### src/rtl/timer_bank_pkg.sv
package timer_bank_pkg;
  // word selectors inside a 16-byte slot (addr[3:2])
  localparam logic [1:0] SEL_W0 = 2'd0;  // prescaler value / channel counter
  localparam logic [1:0] SEL_W1 = 2'd1;  // prescaler reload / channel reload
  localparam logic [1:0] SEL_W2 = 2'd2;  // unit descriptor / channel control
  // control bit positions
  localparam int CB_EN   = 0;
  localparam int CB_AUTO = 1;
  localparam int CB_LOAD = 2;
  localparam int CB_IE   = 3;
  localparam int CB_PEND = 4;
  localparam int CTL_W   = 5;
endpackage

### src/rtl/timer_bank_prescaler.sv
module timer_bank_prescaler #(
  parameter int PW = 16
) (
  input  logic          clk,
  input  logic          rst,
  input  logic          wr_val,
  input  logic          wr_rld,
  input  logic [PW-1:0] wdata,
  output logic [PW-1:0] val_o,
  output logic [PW-1:0] rld_o,
  output logic          tick_o
);
  logic [PW-1:0] cnt_q, rld_q;
  logic          tick_q;

  always_ff @(posedge clk) begin
    if (rst) begin
      cnt_q  <= '0;
      rld_q  <= '0;
      tick_q <= 1'b0;
    end else begin
      if (wr_rld) rld_q <= wdata;
      if (wr_val)           cnt_q <= wdata;
      else if (cnt_q == '0) cnt_q <= rld_q;
      else                  cnt_q <= cnt_q - 1'b1;
      tick_q <= !wr_val && (cnt_q == '0);
    end
  end

  assign val_o  = cnt_q;
  assign rld_o  = rld_q;
  assign tick_o = tick_q;

  // a non-zero count cannot produce a tick on the next edge
  p_tick_spacing_r2: assert property (@(posedge clk) disable iff (rst)
    (cnt_q != '0) |=> !tick_q);
endmodule

### src/rtl/timer_bank_channel.sv
module timer_bank_channel
  import timer_bank_pkg::*;
#(
  parameter int CW = 32
) (
  input  logic             clk,
  input  logic             rst,
  input  logic             tick,
  input  logic             wr_cnt,
  input  logic             wr_rld,
  input  logic             wr_ctl,
  input  logic [CW-1:0]    wdata,
  output logic [CW-1:0]    cnt_o,
  output logic [CW-1:0]    rld_o,
  output logic [CTL_W-1:0] ctl_o,
  output logic             irq_o
);
  logic [CW-1:0] cnt_q, rld_q;
  logic en_q, auto_q, ie_q, pend_q, irq_q;
  logic uflow;

  assign uflow = tick && en_q && (cnt_q == '0);

  always_ff @(posedge clk) begin
    if (rst) begin
      cnt_q  <= '0;
      rld_q  <= '0;
      en_q   <= 1'b0;
      auto_q <= 1'b0;
      ie_q   <= 1'b0;
      pend_q <= 1'b0;
      irq_q  <= 1'b0;
    end else begin
      irq_q <= uflow && ie_q;
      if (wr_rld) rld_q <= wdata;
      if (uflow && ie_q)                pend_q <= 1'b1;
      else if (wr_ctl && wdata[CB_PEND]) pend_q <= 1'b0;
      if (wr_ctl) begin
        en_q   <= wdata[CB_EN];
        auto_q <= wdata[CB_AUTO];
        ie_q   <= wdata[CB_IE];
      end else if (uflow && !auto_q) begin
        en_q <= 1'b0;
      end
      if (wr_cnt)                        cnt_q <= wdata;
      else if (wr_ctl && wdata[CB_LOAD]) cnt_q <= rld_q;
      else if (uflow && auto_q)          cnt_q <= rld_q;
      else if (tick && en_q)             cnt_q <= cnt_q - 1'b1;
    end
  end

  assign cnt_o = cnt_q;
  assign rld_o = rld_q;
  assign ctl_o = {pend_q, ie_q, 1'b0, auto_q, en_q};
  assign irq_o = irq_q;

  // a pulse only follows a cycle with interrupts enabled
  p_irq_needs_ie_r8: assert property (@(posedge clk) disable iff (rst)
    irq_q |-> $past(ie_q));
  // a pulse always leaves pending set (R11 collision included)
  p_pend_on_irq_r7: assert property (@(posedge clk) disable iff (rst)
    irq_q |-> pend_q);
  // a one-shot channel is disabled when it fires
  p_oneshot_stop_r6: assert property (@(posedge clk) disable iff (rst)
    (irq_q && !$past(auto_q) && !$past(wr_ctl)) |-> !en_q);
  // a disabled channel without writes keeps its count
  p_idle_hold_r12: assert property (@(posedge clk) disable iff (rst)
    (!$past(en_q) && !$past(wr_cnt) && !$past(wr_ctl)) |-> $stable(cnt_q));
endmodule

### src/rtl/timer_bank.sv
module timer_bank
  import timer_bank_pkg::*;
#(
  parameter int NCH      = 2,
  parameter int IRQ_BASE = 8,
  parameter int ADDR_W   = 8,
  parameter int PW       = 16,
  parameter int CW       = 32
) (
  input  logic              clk,
  input  logic              rst,
  input  logic              wr_en,
  input  logic              rd_en,
  input  logic [ADDR_W-1:0] addr,
  input  logic [31:0]       wdata,
  output logic [31:0]       rdata,
  output logic [NCH-1:0]    irq
);
  localparam int SW = ADDR_W - 4;
  localparam logic [31:0] DESC = 32'(NCH % 8) | (32'(IRQ_BASE % 32) << 3)
                               | (32'd1 << 8) | (32'd1 << 9);

  logic [SW-1:0] slot;
  logic [1:0]    sel;
  assign slot = addr[ADDR_W-1:4];
  assign sel  = addr[3:2];

  logic [PW-1:0] ps_val, ps_rld;
  logic          tick;

  timer_bank_prescaler #(.PW(PW)) u_pre (
    .clk(clk), .rst(rst),
    .wr_val(wr_en && slot == '0 && sel == SEL_W0),
    .wr_rld(wr_en && slot == '0 && sel == SEL_W1),
    .wdata(wdata[PW-1:0]),
    .val_o(ps_val), .rld_o(ps_rld), .tick_o(tick)
  );

  logic [CW-1:0]    ch_cnt [NCH];
  logic [CW-1:0]    ch_rld [NCH];
  logic [CTL_W-1:0] ch_ctl [NCH];

  for (genvar i = 0; i < NCH; i++) begin : g_ch
    logic hit;
    assign hit = wr_en && (slot == SW'(i + 1));
    timer_bank_channel #(.CW(CW)) u_ch (
      .clk(clk), .rst(rst), .tick(tick),
      .wr_cnt(hit && sel == SEL_W0),
      .wr_rld(hit && sel == SEL_W1),
      .wr_ctl(hit && sel == SEL_W2),
      .wdata(wdata[CW-1:0]),
      .cnt_o(ch_cnt[i]), .rld_o(ch_rld[i]), .ctl_o(ch_ctl[i]),
      .irq_o(irq[i])
    );
  end

  logic [31:0] rd_mux, rdata_q;
  always_comb begin
    rd_mux = '0;
    if (slot == '0) begin
      case (sel)
        SEL_W0:  rd_mux = 32'(ps_val);
        SEL_W1:  rd_mux = 32'(ps_rld);
        SEL_W2:  rd_mux = DESC;
        default: rd_mux = '0;
      endcase
    end
    for (int i = 0; i < NCH; i++) begin
      if (slot == SW'(i + 1)) begin
        case (sel)
          SEL_W0:  rd_mux = 32'(ch_cnt[i]);
          SEL_W1:  rd_mux = 32'(ch_rld[i]);
          SEL_W2:  rd_mux = 32'(ch_ctl[i]);
          default: rd_mux = '0;
        endcase
      end
    end
  end

  always_ff @(posedge clk) begin
    if (rst)        rdata_q <= '0;
    else if (rd_en) rdata_q <= rd_mux;
  end
  assign rdata = rdata_q;

  logic hole;
  assign hole = (sel == 2'd3) || (slot > SW'(NCH));

  // unmapped words read as zero
  p_hole_zero_r10: assert property (@(posedge clk) disable iff (rst)
    ($past(rd_en) && $past(hole)) |-> (rdata == '0));
  // descriptor word is fixed
  p_desc_fixed_r3: assert property (@(posedge clk) disable iff (rst)
    ($past(rd_en) && $past(addr) == ADDR_W'(8)) |-> (rdata == DESC));
endmodule

### config.mk
export PLATFORM = sky130hd
export DESIGN_NAME = timer_bank
export DESIGN_NICKNAME = d
export VERILOG_FILES = /design/src/rtl/timer_bank_pkg.sv /design/src/rtl/timer_bank_prescaler.sv /design/src/rtl/timer_bank_channel.sv /design/src/rtl/timer_bank.sv
export SDC_FILE = /design/constraint.sdc
export NUM_CORES = 1
export LEC_CHECK = 0
export BUFFER_PORTS_ARGS = -buffer_cell sky130_fd_sc_hd__buf_2
export CAP_MARGIN = 10
export CELL_PAD_IN_SITES_DETAIL_PLACEMENT = 1
export CELL_PAD_IN_SITES_GLOBAL_PLACEMENT = 1
export CORE_ASPECT_RATIO = 0.9
export CORE_MARGIN = 10
export CORE_UTILIZATION = 45
export CTS_CLUSTER_SIZE = 28
export DETAILED_ROUTE_END_ITERATION = 7
export PLACE_DENSITY = 0.85
export SLEW_MARGIN = 20
export SYNTH_ARGS = -nofsm -noshare
export SYNTH_HDL_FRONTEND = slang
export SYNTH_SLANG_ARGS = --single-unit
export TNS_END_PERCENT = 1
### constraint.sdc
create_clock -name clk -period 2.6 [get_ports clk]
set_clock_uncertainty 0.15 [all_clocks]
set_input_delay 0.13 -clock clk [delete_from_list [all_inputs] [get_ports clk]]
set_output_delay 0.13 -clock clk [all_outputs]
set_load 0.1 [all_outputs]
Word-level counts from Yosys, hierarchy flattened
Cells that the tools add are included.
{ "word_totals": {"output_inout_bits": 34, "elab_cells": 89, "inputBits": 44, "regBits": 203} }
{ "classes": {"mux": 24, "eq_ne": 4, "n_addsub": 3, "n_reduce_logical": 40} }
{ "ops": {"columns": ["op", "count"], "rows": [
  ["two-way mux 32 bit", 10],
  ["one-hot mux 32 bit (3 select lines)", 2],
  ["logical NOT 32 bit", 2],
  ["subtractor 32 x 1 -> 32 bit, second input constant", 2],
  ["two-way mux 16 bit", 3],
  ["one-hot mux 16 bit (3 select lines)", 1],
  ["logical AND 1 bit", 26],
  ["logical NOT 16 bit", 1],
  ["subtractor 16 x 1 -> 16 bit, second input constant", 1],
  ["two-way mux 1 bit", 8],
  ["nonzero test 2 bit", 4],
  ["nonzero test 4 bit", 2],
  ["== test 4 x 1 -> 1 bit, second input constant", 1],
  ["== test 4 x 2 -> 1 bit, second input constant", 1],
  ["logical NOT 4 bit", 1],
  ["logical NOT 1 bit", 3],
  ["== test 2 x 1 -> 1 bit, second input constant", 1],
  ["== test 2 bit, second input constant", 1],
  ["logical NOT 2 bit", 1]
]} }

Depth between registers and ports, before layout
{ "logic_depth": {"word_depth": 6, "mapped_depth": 10, "mapped_depth_nobuf": 8} }

Cells and area by module
Synthesis repeated with hierarchy kept, for this count alone.
{ "hier_totals": {"hier_cells": 1387, "hier_area_um2": 11678.7} }
{ "modules_own_cells": {"columns": ["module", "cells_each", "n_inst", "area_each_um2"], "rows": [
  ["timer_bank_channel at g_ch[0].u_ch", 443, 1, 3694.8],
  ["timer_bank_channel at g_ch[1].u_ch", 430, 1, 3664.8],
  ["timer_bank", 322, 1, 2686.3],
  ["timer_bank_prescaler", 192, 1, 1632.8]
]} }

Least setup slack after synthesis
Ideal clock, no wire load.
{ "synth_path": {"path_type": "register to register", "start": "register g_ch[1].u_ch.cnt_q[8]", "end": "register g_ch[1].u_ch.pend_q", "stages_incl_launch_ff": 8, "n_path_buf": 1, "synth_period_minus_slack_ps": 2354, "arrival_ps": 2134, "setup_ps": 70, "t_required_ps": 2380, "path_slack_ps": 246, "cell_sequence": "dfxtp_1 -> buf_6 -> or4_4 -> or3_4 -> or4_4 -> nor4_2 -> nand4_1 -> a21oi_1"} }
{ "synth_between": {"elab_chain_len": 4, "elab_cells_between_ends": 5} }
{ "synth_rtl": {"columns": ["element", "line_no", "rtl"], "rows": [
  ["from (decl)", "timer_bank_channel.sv:18", "logic [CW-1:0] cnt_q, rld_q;"],
  ["from (signal assigned)", "timer_bank_channel.sv:45", "if (wr_cnt) cnt_q <= wdata;"],
  ["from (signal assigned)", "timer_bank_channel.sv:46", "else if (wr_ctl && wdata[CB_LOAD]) cnt_q <= rld_q;"],
  ["from (signal assigned)", "timer_bank_channel.sv:47", "else if (uflow && auto_q) cnt_q <= rld_q;"],
  ["logical NOT 32 bit (*)", "timer_bank_channel.sv:22", "assign uflow = tick && en_q && (cnt_q == '0);"],
  ["logical AND 1 bit (*)", "timer_bank_channel.sv:22", null],
  ["logical AND 1 bit (*)", "timer_bank_channel.sv:36", "if (uflow && ie_q) pend_q <= 1'b1;"],
  ["two-way mux 1 bit or nonzero test 2 bit (tied branches)", null, null],
  ["to (signal assigned)", "timer_bank_channel.sv:31", "pend_q <= 1'b0;"],
  ["to (signal assigned)", "timer_bank_channel.sv:36", null],
  ["to (signal assigned)", "timer_bank_channel.sv:37", "else if (wr_ctl && wdata[CB_PEND]) pend_q <= 1'b0;"],
  ["to (decl)", "timer_bank_channel.sv:19", "logic en_q, auto_q, ie_q, pend_q, irq_q;"]
]} }
Mark *: on every way between the ends. The rest lies on a longest branch, timed or not.
A chain may end at the register's enable or synchronous reset.

Final worst setup path
{ "layout_path": {"start": "register g_ch[0].u_ch.cnt_q[0]", "end": "register g_ch[0].u_ch.cnt_q[3]"} }
{ "layout_between": {"elab_chain_len": 6, "elab_cells_between_ends": 9} }
{ "layout_rtl": {"columns": ["element", "line_no"], "rows": [
  ["from (decl)", "timer_bank_channel.sv:18"],
  ["from (signal assigned)", "timer_bank_channel.sv:45"],
  ["from (signal assigned)", "timer_bank_channel.sv:46"],
  ["from (signal assigned)", "timer_bank_channel.sv:47"],
  ["branches (longest 6 deep; another with subtractor 32 x 1 -> 32 bit)", null]
]} }
Parallel ways; which one is timed is not known. The select of a mux whose other input is x is not followed.

==> run metrics <==
status=finished, final reports clean; # DRC=0; post-synth top area share=36.81%; Worst setup EP type=flip-flop; final RePlAce weighted congestion=0.9509; Min-Delay Endpoint=g_ch[1].u_ch.en_q; buffer count from post-CTS setup fixing=0; CTS tree=done; clock-pin slew on the worst setup and hold paths=0.06 ns; Max Fclk=0.3867 GHz; crit start category=flip-flop; Primary FF master, synth=dfxtp_1; Area contributors post-synth=dfxtp_1 37%, nand2_1 8.7%, a21oi_1 7.7%, mux2i_1 7.0%, nor2_1 4.2%; CP Max Fanout=11; mean area per synthesized cell=just under 8 sq um; first-pass GRT wire length=69,790 microns; DR vias=11,990; largest net degree at the start of global routing=110; CTS Sinks=203; number of synthesized flops with an enable pin=0; Slew @ Worst Pin=between 0.8 and 0.9 ns; Lkg Pwr=5.006 nW; DIE HEIGHT=about 170 microns; Worst Hold Depth=3; Fin Hold WS=0.05820 ns; Final Net Count=1,580; Starting Density=between 40% and 50%; DP Wirelength=30,440 microns; Worst EP arrival=2.89 ns; Die W=185.1 microns; Filler Cells Inserted=2,908; Gate Count Post-Synth=1,434; GRT Residual Overflow=0; later-pin clock latency in the skew report=between 0.5 and 0.6 ns; Final min period=around 2.6 ns; Slew Viols, Final=0; CTS Buf Count=24; worst reg2reg path endpoint=g_ch[0].u_ch.cnt_o[3]; IO Port Bufs=75; Synth cell types=73; Core Area=24,190 sq um; PwrDens=652.2 nW/um^2; Via-to-Cell Ratio=between 6 and 7; Final Hold Fails=0; relative slew slack=between 40% and 50%; initial antenna violation count=1; sequential share of the synthesized area=36.81%; area of the multi-input gates=6540 sq um; fin crit share=99.47%; kind of cell adding the most delay to the critical path=simple AND/OR/NAND/NOR gates; row count=54; CP Depth=9; Critical R2R Launch=g_ch[0].u_ch.cnt_o[0]; Yosys Warn Count=0; Max Root-Sink Buffers=3; Critical-path top delay cell=or3_1; final setup violating endpoints=0; critical path cell sequence=inv_1, ha_1, nor3b_2, nand4_1, buf_4, nor3_1, nor2_2, or3_1, a21boi_0; IO Pins=78; P&R area growth vs syn=19.48%; CTS Root Cell=clkbuf_16; Max VDD drop=375.3 uV; vias in the first global route=between 10,000 and 15,000; total die area=31,210 sq um; Iter 0 DRT Violations=1,381; WL final=45,220 microns; critical path's largest stage delay=0.40 ns; R2R setup slack=0.01 ns; TNS Setup=0 ns; Tot GR Track Use=28.06%; Tightest Hold Check Type=in -> reg; Reg area=4065 sq um; Buf/Inv on CP=2; Mapped Area=between 10,000 and 15,000 sq um; Async S/R FF share, synth=0%; RSZ-0062 raised after global routing=true; CP required=2.91 ns; Syn Nets=1,482; critical hold path startpoint=addr[3]; Initial DRT Pass Iterations=5; fraction of layout cells with a size suffix above 1=14.79%; reported max-cap violation count=0; Yosys top cell by area=dfxtp_1; detailed-route wire length per cell=24.35 microns; Routed Antenna Nets=0; R2R cell count=9; worst setup path class=reg -> reg; H-tree depth=1; flops & latches, synth=203
[cells in the mapped netlist (4+ instances only)]
cell type  number
a211o_1        12
a211oi_1       15
a21oi_1       169
a221o_1         7
a22oi_1        22
a31oi_1         7
and3_1          6
buf_1           9
buf_2          10
clkbuf_1       88
dfxtp_1       203
ha_1            4
inv_1          11
mux2i_1        77
nand2_1       257
nand2b_1       12
nand3_1        37
nand4_1        15
nor2_1        125
nor3_1         42
nor4_1         24
nor4_2          6
nor4b_1         5
o211ai_1       18
o21ai_0        62
o221ai_1       28
o22ai_1        11
o31ai_1         5
or3_1          11
or4_1          10
xnor2_1        43
xor2_1         17
[where the power goes]
| part | switching (W) | leakage [nW] | internal [W] | total (W) |
|---|---|---|---|---|
| Clock | 0.00142 | 0.388 | 0.00206 | 0.00348 |
| Combinational | 0.00108 | 2.97 | 0.000661 | 0.00174 |
| Sequential | 0.000154 | 1.64 | 0.00323 | 0.00338 |
[metal layers]
metal | track usage (%) | share of wire [%]
met5 | 0 | 0
met4 | 10.56 | 3.6
met1 | 35.98 | 41
met3 | 5.736 | 8.7
met2 | 45.35 | 47
[sequential cells by signal, indices dropped and copies added (netlist names)]
name and cells:
g_ch.u_ch.cnt_o 64, g_ch.u_ch.auto_q 2, g_ch.u_ch.pend_q 2, g_ch.u_ch.rld_o 64, u_pre.val_o 16, u_pre.tick_o 1
u_pre.rld_o 16, g_ch.u_ch.en_q 2, rdata 32, g_ch.u_ch.ie_q 2, g_ch.u_ch.irq_o 2
[through the flow]
step / std cells / worst slack [ns] / util [%] / area [sq um] / power (W)
floorplan: 1434 / 0.2458 / - / 11040 / 0.004568
global placement: 1781 / 0.03926 / 49.62 / 12000 / 0.004983
detailed placement: 1781 / -0.2186 / 49.62 / 12000 / 0.005073
CTS: 1856 / 0.04554 / 54.30 / 13130 / 0.008542
global route: 1857 / -0.1687 / 54.54 / 13190 / 0.008895
finish: 1857 / 0.01381 / 54.54 / 13190 / 0.008603
[how the worst max path moves through the flow]
stage / startpoint / end / slack (ns)
3_3_place_gp: g_ch[1].u_ch.cnt_o[0] / g_ch[1].u_ch.cnt_o[4] / 0.04
5_1_grt: g_ch[0].u_ch.cnt_o[12] / g_ch[0].u_ch.cnt_o[27] / -0.17
3_5_place_dp: g_ch[1].u_ch.cnt_o[0] / g_ch[1].u_ch.cnt_o[10] / -0.22
6_report: g_ch[0].u_ch.cnt_o[0] / g_ch[0].u_ch.cnt_o[3] / 0.01
4_1_cts: g_ch[0].u_ch.cnt_o[0] / g_ch[0].u_ch.cnt_o[3] / 0.05
2_1_floorplan: g_ch[1].u_ch.cnt_o[8] / g_ch[1].u_ch.pend_q / 0.25
[cells in the final DEF, fill, tap and decap left out, drive strengths merged, types with 13 or more instances in the layout]
cell,instances
mux2i,77
a211oi,15
o21ai,63
nand3,37
o221ai,28
or4,13
or3,13
nor2,125
a21oi,169
nand4,15
buf,153
dlygate4sd3,33
xor2,17
clkbuf,35
xnor2,43
a22oi,22
o211ai,18
nor3,42
nand2,257
dfxtp,203
nor4,30
[cells by family (layout without fill, tap and decap cells)]
| group | after synthesis | count (layout) | share of synthesized area (%) |
|---|---|---|---|
| DFF | 203 | 203 | 36.81 |
| and+or+nand+nor | 582 | 582 | 24.76 |
| AOI/OAI and AO/OA | 380 | 380 | 21.26 |
| adders and majority gates | 4 | 4 | 0.4533 |
| xor gates and xnor gates | 60 | 60 | 4.760 |
| other | 0 | 1 | 0 |
| buffers and inverters | 126 | 240 | 4.771 |
| muxes | 79 | 79 | 7.185 |
[area by class of cell]
class	count	share of cell area, %
diodes	1	0.01897
repair buffers	186	10.33
multi-input cells	1105	49.58
clock buffers	35	5.331
flip-flops and latches	203	30.82
clock inverters	7	0.6639
well taps	308	2.921
inverters	12	0.3415
[repair_timing]
item / 4_1_cts / 5_1_grt
hold buffers: 33 / 0
cloned: 0 / 0
pin swaps: 0 / 1
endpoints found under the setup margin: 23 / 35
resized for setup: 4 / 10
endpoints found under the hold margin: 153 / 0
[tightest hold or removal path: cells and delay by family]
kind | cells | cell delay [ns]
AOI/OAI and AO/OA | 1 | 0.11
buffers and inverters | 1 | 0.20
and+or+nand+nor | 1 | 0.25
No activity file was read; power rests on OpenSTA's default activity.
